==> config.mk <==
export PLATFORM = sky130hd
export DESIGN_NAME = mii_carrier_col
export DESIGN_NICKNAME = d
export VERILOG_FILES = /design/src/rtl/mcc_pkg.sv /design/src/rtl/mcc_rx_carrier.sv /design/src/rtl/mcc_col_qual.sv /design/src/rtl/mcc_sqe_gen.sv /design/src/rtl/mii_carrier_col.sv
export SDC_FILE = /design/constraint.sdc
export NUM_CORES = 1
export LEC_CHECK = 0
export ABC_AREA = 1
export ABC_CLOCK_PERIOD_IN_PS = 2200
export BUFFER_PORTS_ARGS = -buffer_cell sky130_fd_sc_hd__buf_2
export CORE_MARGIN = 3
export CORE_UTILIZATION = 45
export CTS_BUF_LIST = sky130_fd_sc_hd__clkbuf_8
export DETAILED_ROUTE_END_ITERATION = 10
export PLACE_DENSITY = 0.75
export SLEW_MARGIN = 20
export SYNTH_ARGS = -nofsm -noshare
export SYNTH_HDL_FRONTEND = slang
export SYNTH_HIERARCHICAL = 1
export SYNTH_SLANG_ARGS = --single-unit
==> constraint.sdc <==
create_clock -name clk -period 2.2 [get_ports clk]
set_clock_uncertainty 0.2 [all_clocks]
set_input_delay 0.33 -clock clk [delete_from_list [all_inputs] [get_ports clk]]
set_output_delay 0.33 -clock clk [all_outputs]
set_load 0.005 [all_outputs]
==> src/rtl/mcc_pkg.sv <==
package mcc_pkg;
  typedef enum logic [1:0] {
    SQE_IDLE  = 2'd0,
    SQE_WAIT  = 2'd1,
    SQE_PULSE = 2'd2
  } sqe_st_e;
endpackage

==> src/rtl/mcc_rx_carrier.sv <==
module mcc_rx_carrier (
  input  logic clk,
  input  logic rst_n,
  input  logic bit_tick,
  input  logic speed_100,
  input  logic rx_act,
  input  logic sq_valid,
  input  logic sig_det,
  input  logic line_bit,
  output logic rx_car
);
  logic seen0_q, armed_q, lock_q;
  logic track;

  assign track = rx_act & sig_det;

  // zero, one-or-more ones, zero => lock
  always_ff @(posedge clk) begin
    if (!rst_n || !track) begin
      seen0_q <= 1'b0;
      armed_q <= 1'b0;
      lock_q  <= 1'b0;
    end else if (bit_tick) begin
      if (!line_bit) begin
        if (armed_q) lock_q <= 1'b1;
        seen0_q <= 1'b1;
        armed_q <= 1'b0;
      end else if (seen0_q) begin
        armed_q <= 1'b1;
      end
    end
  end

  assign rx_car = rx_act & (speed_100 ? (sig_det & lock_q) : sq_valid);


  lock_order_chk: assert property (@(posedge clk) disable iff (!rst_n)
    $rose(lock_q) |-> ($past(armed_q) && !$past(line_bit) && $past(bit_tick)));
endmodule

==> src/rtl/mcc_col_qual.sv <==
module mcc_col_qual #(
  parameter int QUAL_BITS = 7
) (
  input  logic clk,
  input  logic rst_n,
  input  logic bit_tick,
  input  logic speed_100,
  input  logic full_dup,
  input  logic tx_act,
  input  logic rx_car,
  output logic col_coll
);
  localparam int CW = $clog2(QUAL_BITS + 1);
  localparam logic [CW-1:0] CNT_MAX = CW'(QUAL_BITS);

  logic          coll, onset, qual_now, qual_eff;
  logic          rx_prev_q, coll_prev_q, qual_q, col_q;
  logic [CW-1:0] cnt_q, cnt_next;

  assign coll     = !full_dup & tx_act & rx_car;
  assign onset    = coll & !coll_prev_q;
  assign qual_now = !speed_100 & !rx_prev_q;
  assign qual_eff = onset ? qual_now : qual_q;

  always_comb begin
    cnt_next = cnt_q;
    if (!coll)
      cnt_next = '0;
    else if (qual_eff && bit_tick && cnt_q != CNT_MAX)
      cnt_next = cnt_q + 1'b1;
  end

  always_ff @(posedge clk) begin
    if (!rst_n) begin
      rx_prev_q   <= 1'b0;
      coll_prev_q <= 1'b0;
      qual_q      <= 1'b0;
      cnt_q       <= '0;
      col_q       <= 1'b0;
    end else begin
      rx_prev_q   <= rx_car;
      coll_prev_q <= coll;
      qual_q      <= coll & qual_eff;
      cnt_q       <= cnt_next;
      col_q       <= coll & (!qual_eff | (cnt_q == CNT_MAX));
    end
  end

  assign col_coll = col_q;


  fdx_no_col_chk: assert property (@(posedge clk) disable iff (!rst_n)
    full_dup |=> !col_q);

  qual_hold_chk: assert property (@(posedge clk) disable iff (!rst_n)
    (coll && qual_eff && cnt_q != CNT_MAX) |=> !col_q);

  col_release_chk: assert property (@(posedge clk) disable iff (!rst_n)
    !coll |=> !col_q);

  cnt_range_chk: assert property (@(posedge clk) disable iff (!rst_n)
    (cnt_q <= CNT_MAX) && (!coll_prev_q -> cnt_q == '0));
endmodule

==> src/rtl/mcc_sqe_gen.sv <==
module mcc_sqe_gen
  import mcc_pkg::*;
#(
  parameter int GAP_TICKS   = 10,
  parameter int PULSE_TICKS = 10
) (
  input  logic clk,
  input  logic rst_n,
  input  logic bit_tick,
  input  logic speed_100,
  input  logic full_dup,
  input  logic hb_en,
  input  logic tx_act,
  output logic sqe_pulse
);
  localparam int MAXV = (GAP_TICKS > PULSE_TICKS) ? GAP_TICKS : PULSE_TICKS;
  localparam int TW   = $clog2(MAXV + 1);
  localparam logic [TW-1:0] GAP_LAST   = TW'(GAP_TICKS - 1);
  localparam logic [TW-1:0] PULSE_LAST = TW'(PULSE_TICKS - 1);

  sqe_st_e       st_q, st_n;
  logic [TW-1:0] tk_q, tk_n;
  logic          tx_prev_q, allow;

  assign allow = hb_en & !speed_100 & !full_dup;

  always_comb begin
    st_n = st_q;
    tk_n = tk_q;
    unique case (st_q)
      SQE_IDLE: if (allow && tx_prev_q && !tx_act) begin
        st_n = SQE_WAIT;
        tk_n = '0;
      end
      SQE_WAIT: if (!allow || tx_act) begin
        st_n = SQE_IDLE;
      end else if (bit_tick) begin
        if (tk_q == GAP_LAST) begin
          st_n = SQE_PULSE;
          tk_n = '0;
        end else tk_n = tk_q + 1'b1;
      end
      SQE_PULSE: if (!allow) begin
        st_n = SQE_IDLE;
      end else if (bit_tick) begin
        if (tk_q == PULSE_LAST) st_n = SQE_IDLE;
        else tk_n = tk_q + 1'b1;
      end
      default: st_n = SQE_IDLE;
    endcase
  end

  always_ff @(posedge clk) begin
    if (!rst_n) begin
      st_q      <= SQE_IDLE;
      tk_q      <= '0;
      tx_prev_q <= 1'b0;
    end else begin
      st_q      <= st_n;
      tk_q      <= tk_n;
      tx_prev_q <= tx_act;
    end
  end

  assign sqe_pulse = (st_q == SQE_PULSE);


  sqe_gate_chk: assert property (@(posedge clk) disable iff (!rst_n)
    !allow |=> (st_q == SQE_IDLE));

  sqe_cancel_chk: assert property (@(posedge clk) disable iff (!rst_n)
    (st_q == SQE_WAIT && tx_act) |=> (st_q == SQE_IDLE));

  sqe_order_chk: assert property (@(posedge clk) disable iff (!rst_n)
    $rose(sqe_pulse) |-> ($past(st_q) == SQE_WAIT && $past(bit_tick)));
endmodule

==> src/rtl/mii_carrier_col.sv <==
module mii_carrier_col #(
  parameter int QUAL_BITS   = 7,
  parameter int GAP_TICKS   = 10,
  parameter int PULSE_TICKS = 10
) (
  input  logic clk,
  input  logic rst_n,
  input  logic bit_tick,
  input  logic speed_100,
  input  logic full_dup,
  input  logic hb_en,
  input  logic tx_act,
  input  logic rx_act,
  input  logic sq_valid,
  input  logic sig_det,
  input  logic line_bit,
  output logic crs,
  output logic col
);
  logic rx_car, col_coll, sqe_pulse, crs_q;

  mcc_rx_carrier u_rxc (
    .clk(clk), .rst_n(rst_n), .bit_tick(bit_tick), .speed_100(speed_100),
    .rx_act(rx_act), .sq_valid(sq_valid), .sig_det(sig_det),
    .line_bit(line_bit), .rx_car(rx_car)
  );

  mcc_col_qual #(.QUAL_BITS(QUAL_BITS)) u_colq (
    .clk(clk), .rst_n(rst_n), .bit_tick(bit_tick), .speed_100(speed_100),
    .full_dup(full_dup), .tx_act(tx_act), .rx_car(rx_car),
    .col_coll(col_coll)
  );

  mcc_sqe_gen #(.GAP_TICKS(GAP_TICKS), .PULSE_TICKS(PULSE_TICKS)) u_sqe (
    .clk(clk), .rst_n(rst_n), .bit_tick(bit_tick), .speed_100(speed_100),
    .full_dup(full_dup), .hb_en(hb_en), .tx_act(tx_act),
    .sqe_pulse(sqe_pulse)
  );

  always_ff @(posedge clk) begin
    if (!rst_n) crs_q <= 1'b0;
    else        crs_q <= full_dup ? rx_car : (rx_car | tx_act);
  end

  assign crs = crs_q;
  assign col = col_coll | sqe_pulse;


  hdx_tx_crs_chk: assert property (@(posedge clk) disable iff (!rst_n)
    (!full_dup && tx_act) |=> crs);

  fdx_rx_only_chk: assert property (@(posedge clk) disable iff (!rst_n)
    (full_dup && !rx_car) |=> !crs);
endmodule

==> qor.csv, run 1 <==
metric,value,unit
grt_use_met1,16.5,%
start_util,48.8,%
start_kind,register,
nets,192,
crit-reg2reg-launch,u_sqe/st_q[1],
timing.final.crit_share,86.9,%
status,"finished, final reports clean",
synth_area,1100,µm²
max_stage_delay,380,ps
cts_htree_levels,1,
grt_usage,15.1,%
yosys_warnings,6,
wl_per_cell,10.9,µm
synth.yosys.seq_area_share,32.8,%
ir_drop,0.484,mV
fill_cells,233,
drv_cap,0,
met3_usage,4.91,%
n_antenna_cell,0,
drc,0,
clkSlewWorstSetupHoldPaths,70,ps
clock_latency,260,ps
cts_tree,yes,
crit_type,reg2out,
grtUsageMet2,26.4,%
core_area,2250,µm²
die_h,55.4,µm
synth.distinct_cells,25,
clock.fmax,0.523,GHz
hold_class,in2reg,
report.final.setup_viol,0,
crit_start,u_sqe/st_q[0],
std_cell_rows,17,
synth_seq_cells,18,
antenna_found_initial,0,
period_needed,1910,ps
p_per_area,786,nW/µm²
cts_root_buffer,clkbuf_8,
worstPathCellList,inv_1 > ha_1 > or2_1 > buf_2,
worst_setup_path_end_kind,output port,
hold_buffers,0,
critPathRequiredTime,1670,ps
drtAntennaViolNets,0,
power_leakage,0.592,nW
first_pass_iters,6,
max_slew.worst_pin.slew,252,ps
place.gp.congestion,0.769,
postLayoutCoreUtil,55.4,%
ctsResizeCount,0,
synth_area_leader_cell,dfxtp_1,
avgSynthCellArea,7.05,µm²
cts-buffers-inserted,3,
grt_pass1_wl,3710,µm
cts_buffer_depth,2,
vias,972,
grt_busiest_layer,met2,
synth.area.top_cells,"dfxtp_1 33%, inv_1 12%, nand2_1 12%",
die_w,55.4,µm
viasPerCell,4.86,
hold_viol_final,0,
cpMaxStageDelayCell,dfxtp_1,
first_iter_violations,25,
die-area,3070,µm²
ios,13,
crit_path_max_fanout,6,
grt_max_degree,11,
maxSlewHeadroom,83.2,%
area_growth_syn_to_layout,13.7,%
overflow,0,
arrival,1380,ps
tns,0,ps
grt_pass1_vias,952,
netlist.area_leader.share,32.8,%
totalWireLength,2180,µm
post_cts_buffers,0,
slew_viol_final,0,
post-dp-hpwl,1730,µm
rsz0062_at_grt,no,
drive_gt1_share,19.8,%
netlist_instances,156,
hp-start,tx_act,
synth_nets,175,
io_buffers,12,
clock-sinks,18,
## synth_stat cells
cell / number
xor2_1: 1
nand3_2: 2
dfxtp_1: 18
a21oi_2: 2
nand3_1: 7
nand2_1: 34
a21oi_1: 7
inv_1: 34
nand3_4: 2
or2_1: 1
nand4_1: 7
nor3_1: 1
nor2_2: 4
o21ai_1: 1
nor2_4: 2
nand2_4: 1
o21ai_0: 1
a21boi_1: 1
inv_2: 2
o211ai_1: 1
o21bai_1: 1
nor3_2: 1
nor2_1: 15
nand2_2: 2
ha_1: 8
## cell usage in the layout, fill, tap and decap left out, drive strengths merged, types with 2 or more instances in the layout
cell type and n:
o21ai 2, buf 12, inv 36, clkbuf 4
nor3 2, a21oi 9, ha 8, nand4 7
nand3 11, nor2 21, nand2 37, dfxtp 18
## worst paths after layout
| path | to | slack, ps | cells past startpoint |
|---|---|---|---|
| setup / recovery | col | 290 | 4 |
| hold / removal | u_sqe/tx_prev_q | 110 | 3 |
| setup reg to reg | u_sqe/tk_q[0] | 420 | 8 |
| hold reg to reg | u_rxc/seen0_q | 260 | 2 |
## registers in the layout, summed over array words and instances (netlist names)
name                cells
crs                     1
u_colq/cnt_q            3
u_colq/col_coll         1
u_colq/coll_prev_q      1
u_colq/qual_q           1
u_colq/rx_prev_q        1
u_rxc/armed_q           1
u_rxc/lock_q            1
u_rxc/seen0_q           1
u_sqe/st_q              2
u_sqe/tk_q              4
u_sqe/tx_prev_q         1
## metal layers
layer	wire, µm	part of all wire, %
met1	930	43
met2	1130	52
met3	105	4.8
met4	19	0.87
met5	0	0
## cell families (layout without fill, tap and decap cells)
| kind of cell | count (synthesis) | after routing | synth area share [%] |
|---|---|---|---|
| xor gates and xnor gates | 1 | 1 | 0.797 |
| adders and majority gates | 8 | 8 | 9.10 |
| DFF | 18 | 18 | 32.8 |
| and+or+nand+nor | 79 | 79 | 37.3 |
| AOI/OAI and AO/OA | 14 | 14 | 7.74 |
| buffers and inverters | 36 | 52 | 12.3 |
## where the power goes
part / internal [mW] / total [mW] / switching (mW)
Clock: 0.159 / 0.272 / 0.113
Combinational: 0.118 / 0.319 / 0.201
Sequential: 0.359 / 0.391 / 0.0323
Total: 0.636 / 0.982 / 0.346
## layout make-up
type,count,area [µm²],share of cell area [%]
repair buffers,12,60.1,4.80
clock buffers,4,55.1,4.40
well taps,28,35.0,2.80
flip-flops and latches,18,360,28.8
inverters,36,135,10.8
multi-input cells,102,604,48.3
## stage by stage
stage | instance area (µm²) | instances | setup slack (ps) | hold slack, ps | power [mW]
2_1_floorplan | 1100 | 156 | 629 | 223 | 0.632
3_3_place_gp | 1190 | 196 | 472 | 237 | 0.696
3_5_place_dp | 1190 | 196 | 426 | 253 | 0.714
4_1_cts | 1250 | 200 | 276 | 116 | 0.993
5_1_grt | 1250 | 200 | 241 | 153 | 1.06
6_report | 1250 | 200 | 288 | 114 | 0.982
## critical path: cells and delay by family, from the launching register on
kind / cells / cell delay [ps]
adder cells (fa/ha/maj): 1 / 280
buffers and inverters: 2 / 210
flip-flops: 1 / 380
AND/OR/NAND/NOR: 1 / 260
(Power assumes the default switching activity.)
==> inputs of run 2 (changes only) <==
Settings changed: GPL_TIMING_DRIVEN set to 0.
==> run 2 against run 1 <==
  * Combinational power fell by 1%
  * Total power is 0.58% lower
  * Critical endpoint unchanged
  * Worst hold slack lost 2.9 ps
  * Global-route usage up 0.41 points
  * Die area stayed put
  * Non-clock buffer count did not move
  * Wire length down 2.9%
  * Sequential share of layout area did not move
  * Largest power group unchanged
==> qor.csv, run 2 (synthesis gave the netlist of run 1 again) <==
metric,value,unit
cts-buffers-inserted,3,
vias,984,
timing.final.crit_share,88.3,%
post-dp-hpwl,1680,µm
die_w,55.4,µm
crit_buf_inv,2,
clkSlewWorstSetupHoldPaths,70,ps
cts_buffer_depth,2,
whs_path_depth,3,
clock_latency,250,ps
multi_input_area,604,µm²
max_slew.worst_pin.slew,272,ps
totalWireLength,2120,µm
r2r_slack,430,ps
cts_root_buffer,clkbuf_8,
nets,192,
grt_pass1_wl,3840,µm
crit_type,reg2out,
reg2reg_depth,9,
slew_viol_final,0,
viasPerCell,4.92,
start_util,48.8,%
grt_max_degree,11,
drv_cap,0,
drive_gt1_share,19.8,%
ios,13,
worst_setup_path_end_kind,output port,
hold_buffers,0,
drtAntennaViolNets,0,
std_cell_rows,17,
fill_cells,219,
min_to,u_sqe/tx_prev_q,
ir_drop,0.682,mV
n_antenna_cell,0,
place.gp.congestion,0.708,
status,"finished, final reports clean",
cts_tree,yes,
largest_reg_flops,4,
max_stage_delay,390,ps
grt_pass1_vias,971,
grt_usage,15.5,%
area_growth_syn_to_layout,13.7,%
reg_top3,"u_sqe/tk_q (4), u_colq/cnt_q (3), u_sqe/st_q (2)",
ctsResizeCount,0,
path_delay_family,flip-flops,
critPathRequiredTime,1670,ps
maxSlewHeadroom,81.8,%
clock.fmax,0.515,GHz
power_leakage,0.592,nW
arrival,1410,ps
report.final.setup_viol,0,
crit_path_max_fanout,6,
tns,0,ps
largest_register,u_sqe/tk_q,
hold_class,in2reg,
post_cts_buffers,0,
hp-start,tx_act,
rsz0062_at_grt,no,
final_cell_mix,"34 x inv_1, 34 x nand2_1, 18 x dfxtp_1",
worstReg2RegEnd,u_sqe/tk_q[0],
io_buffers,12,
crit-reg2reg-launch,u_sqe/st_q[0],
worstPathCellList,inv_1 > ha_1 > or2_1 > buf_2,
hold_viol_final,0,
start_kind,register,
clock-sinks,18,
period_needed,1940,ps
cts_htree_levels,1,
overflow,0,
first_iter_violations,31,
p_per_area,781,nW/µm²
power.total,977,µW
cpMaxStageDelayCell,dfxtp_1,
drc,0,
die-area,3070,µm²
seqCellArea,360,µm²
die_h,55.4,µm
wl_per_cell,10.6,µm
first_pass_iters,4,
core_area,2250,µm²
antenna_found_initial,0,
[run 2: stage by stage]
stage / util, % / setup WS [ps] / cell area (µm²) / hold WS [ps] / instances
detailed placement: 53.0 / 398 / 1190 / 242 / 196
floorplan: - / 629 / 1100 / 223 / 156
CTS: 55.4 / 250 / 1250 / 108 / 200
global placement: 53.0 / 470 / 1190 / 236 / 196
finish: 55.4 / 257 / 1250 / 111 / 200
global route: 55.4 / 157 / 1250 / 110 / 200
[run 2: worst max-delay path by stage]
stage	endpoint	depth (start not counted)	slack, ps	start
floorplan	u_sqe/tk_q[0]	8	630	u_sqe/st_q[0]
global placement	u_sqe/tk_q[3]	8	470	u_sqe/st_q[0]
detailed placement	u_colq/cnt_q[2]	13	400	speed_100
CTS	col	4	250	u_sqe/st_q[0]
global route	col	4	160	u_sqe/st_q[0]
finish	col	4	260	u_sqe/st_q[0]
[run 2: layout make-up]
cell class,instances,area share [%]
well taps,28,2.80
repair buffers,12,4.80
clock buffers,4,4.40
flip-flops and latches,18,28.8
inverters,36,10.8
multi-input cells,102,48.3
[run 2: layer usage]
layer / GRT usage [%] / up-vias / wire length, µm
li1: - / 521 / -
met1: 17.1 / 435 / 901
met2: 26.2 / 22 / 1070
met3: 4.44 / 6 / 94
met4: 8.68 / 0 / 53
met5: 0 / - / 0
[run 2: where the power goes]
part	total (mW)	internal (mW)	switching, mW
Combinational	0.315	0.118	0.197
Sequential	0.390	0.359	0.0313
Clock	0.271	0.159	0.112
[run 2: worst min-delay path, delay by kind of cell]
family / cells / cell delay, ps
buf+inv: 2 / 160
simple gates: 1 / 50
==> inputs of run 3 (changes only) <==
Settings changed: ABC_AREA 1 to unset, PLACE_DENSITY 0.75 to 0.76.
==> run 3 against run 2 <==
  * Critical path depth increased by 2
  * Global-route usage increased by 0.87 points
  * Maximum frequency decreased by 8.2%
  * Non-clock buffer count increased by 2
  * Worst setup slack got worse by 170 ps
  * Critical endpoint is now u_sqe/tk_q[3]
  * Largest cell class unchanged
  * Largest power group unchanged
==> qor.csv, run 3 <==
metric,value,unit
status,"finished, final reports clean",
clock_latency,250,ps
cts_root_buffer,clkbuf_8,
cts_buffer_depth,2,
power_leakage,0.509,nW
synth.area.top_cells,"dfxtp_1 35%, ha_1 9.8%, mux2i_1 5.9%",
clock-sinks,18,
arrival,2070,ps
synth_seq_cells,18,
grt_pass1_vias,781,
period_needed,2120,ps
placed_cell_area,1110,µm²
avgSynthCellArea,9.91,µm²
io_buffers,12,
ys.flop_type,dfxtp_1,
reg2reg_depth,6,
synth-edff-count,0,
totalWireLength,2090,µm
yosysMostFrequentCell,dfxtp_1,
synth.distinct_cells,41,
netlist.area_leader.share,35.3,%
first_iter_violations,5,
viasPerCell,5.54,
nets,140,
report.final.setup_viol,0,
worst_setup_path_end_kind,register,
vias,815,
hold_class,in2reg,
std_cell_rows,16,
clkSlewWorstSetupHoldPaths,70,ps
clock.fmax,0.472,GHz
largest_register,u_sqe/tk_q,
post-dp-hpwl,1530,µm
first_pass_iters,4,
ir_drop,0.319,mV
drv_cap,0,
largest_reg_flops,4,
final_common_cell,dfxtp_1,
hold_buffers,0,
die_w,53.6,µm
synth.yosys.seq_area_share,35.3,%
yosys_warnings,6,
hold_viol_final,0,
drc,0,
final_area,1200,µm²
timing.final.crit_share,96.2,%
rsz0062_at_grt,no,
postLayoutCoreUtil,58.1,%
n_antenna_cell,0,
wl_per_cell,14.2,µm
area_growth_syn_to_layout,17.4,%
async_reset_ff_share,0,%
core_area,2060,µm²
die_h,53.6,µm
cts-buffers-inserted,3,
start_kind,register,
r2r_slack,80,ps
final_cell_mix,"16 x dfxtp_1, 12 x buf_2, 9 x nand2_1",
grt_usage,16.3,%
synth_area,1020,µm²
netlist_instances,103,
cts_tree,yes,
synth_nets,122,
crit_type,reg2reg,
grt_max_degree,12,
drtAntennaViolNets,0,
start_util,49.5,%
grt_pass1_wl,3390,µm
synth_common_cells,"18 x dfxtp_1, 9 x nand2_1, 8 x ha_1",
antenna_found_initial,0,
place.gp.congestion,0.789,
cts_htree_levels,1,
p_per_area,572,nW/µm²
max_slew.worst_pin.slew,749,ps
ios,13,
max_stage_delay,510,ps
synth_area_leader_cell,dfxtp_1,
whs_path_depth,3,
maxSlewHeadroom,49.7,%
crit_path_max_fanout,7,
critPathRequiredTime,2160,ps
die-area,2880,µm²
drive_gt1_share,26.7,%
reg_top3,"u_sqe/tk_q (4), u_colq/cnt_q (3), u_sqe/st_q (2)",
slew_viol_final,0,
cpMaxStageDelayCell,or4b_1,
worstPathCellList,inv_2 > ha_4 > and4b_1 > a211o_1 > or4b_1 > o32ai_1,
overflow,0,
-- run 3: changes by cell type in the layout (fill, tap and decap cells not counted), moves of 3 or more --
cell | previous run | this run
nand2b_1 | 0 | 3
inv_1 | 34 | 5
mux2i_1 | 0 | 6
a21oi_1 | 7 | 3
nor2_2 | 4 | 0
nand4_1 | 7 | 0
nor2_1 | 15 | 2
nand3_1 | 7 | 1
nand2_1 | 34 | 9
and4b_1 | 0 | 3
-- run 3: through the flow --
stage               setup slack (ps)  TNS (ps)  total power, mW  hold WS [ps]  std cells
detailed placement              -136      -222            0.423           260        142
global route                    32.1         0            0.711           158        147
CTS                             26.3         0            0.690           143        146
floorplan                       88.9         0            0.392           223        103
finish                          82.7         0            0.685           148        147
global placement                -158      -179            0.420           239        142
-- run 3: logic make-up after synthesis --
| group | count (synthesis) | synth area share (%) |
|---|---|---|
| AOI/OAI and AO/OA | 17 | 12.0 |
| adders and majority gates | 8 | 9.80 |
| buffers and inverters | 7 | 3.31 |
| DFF | 18 | 35.3 |
| muxes | 7 | 7.23 |
| and+or+nand+nor | 46 | 32.4 |
-- run 3: what timing repair did --
item,in CTS,in global routing
pin swaps,1,1
resized for setup,1,5
setup endpoints to repair,1,2
buffers inserted,0,1
-- run 3: worst paths after layout --
check	endpoint	from
worst min-delay path	u_rxc/armed_q	sig_det
worst min register to register	u_rxc/lock_q	u_rxc/lock_q
worst max-delay path	u_sqe/tk_q[3]	u_sqe/st_q[0]
worst max register to register	u_sqe/tk_q[3]	u_sqe/st_q[0]
-- run 3: cell type report --
cell class,instances,area [µm²]
Clock buffer,4,55.1
Fill cell,173,863
Inverter,6,22.5
Multi-Input combinational cell,78,646
Buffer,1,11.3
Sequential cell,18,363
Tap cell,27,33.8
Timing Repair Buffer,13,67.6
-- run 3: power breakdown --
| part | internal (mW) | switching [mW] |
|---|---|---|
| sequential | 0.332 | 0.00374 |
| clock | 0.159 | 0.106 |
| combinational | 0.0370 | 0.0473 |
| total | 0.528 | 0.157 |
-- run 3: per-layer routing --
| metal | GRT usage [%] | routed length, µm |
|---|---|---|
| met3 | 3.32 | 54 |
| met5 | 0 | 0 |
| met2 | 26.7 | 1020 |
| met4 | 6.38 | 19 |
| met1 | 20.9 | 997 |
-- run 3: worst max-delay path, delay by kind of cell (launching register included) --
kind | cells | cell delay (ps)
simple gates | 2 | 690
flops | 1 | 350
fa+ha+maj | 1 | 180
buf+inv | 1 | 60
compound gates | 2 | 540
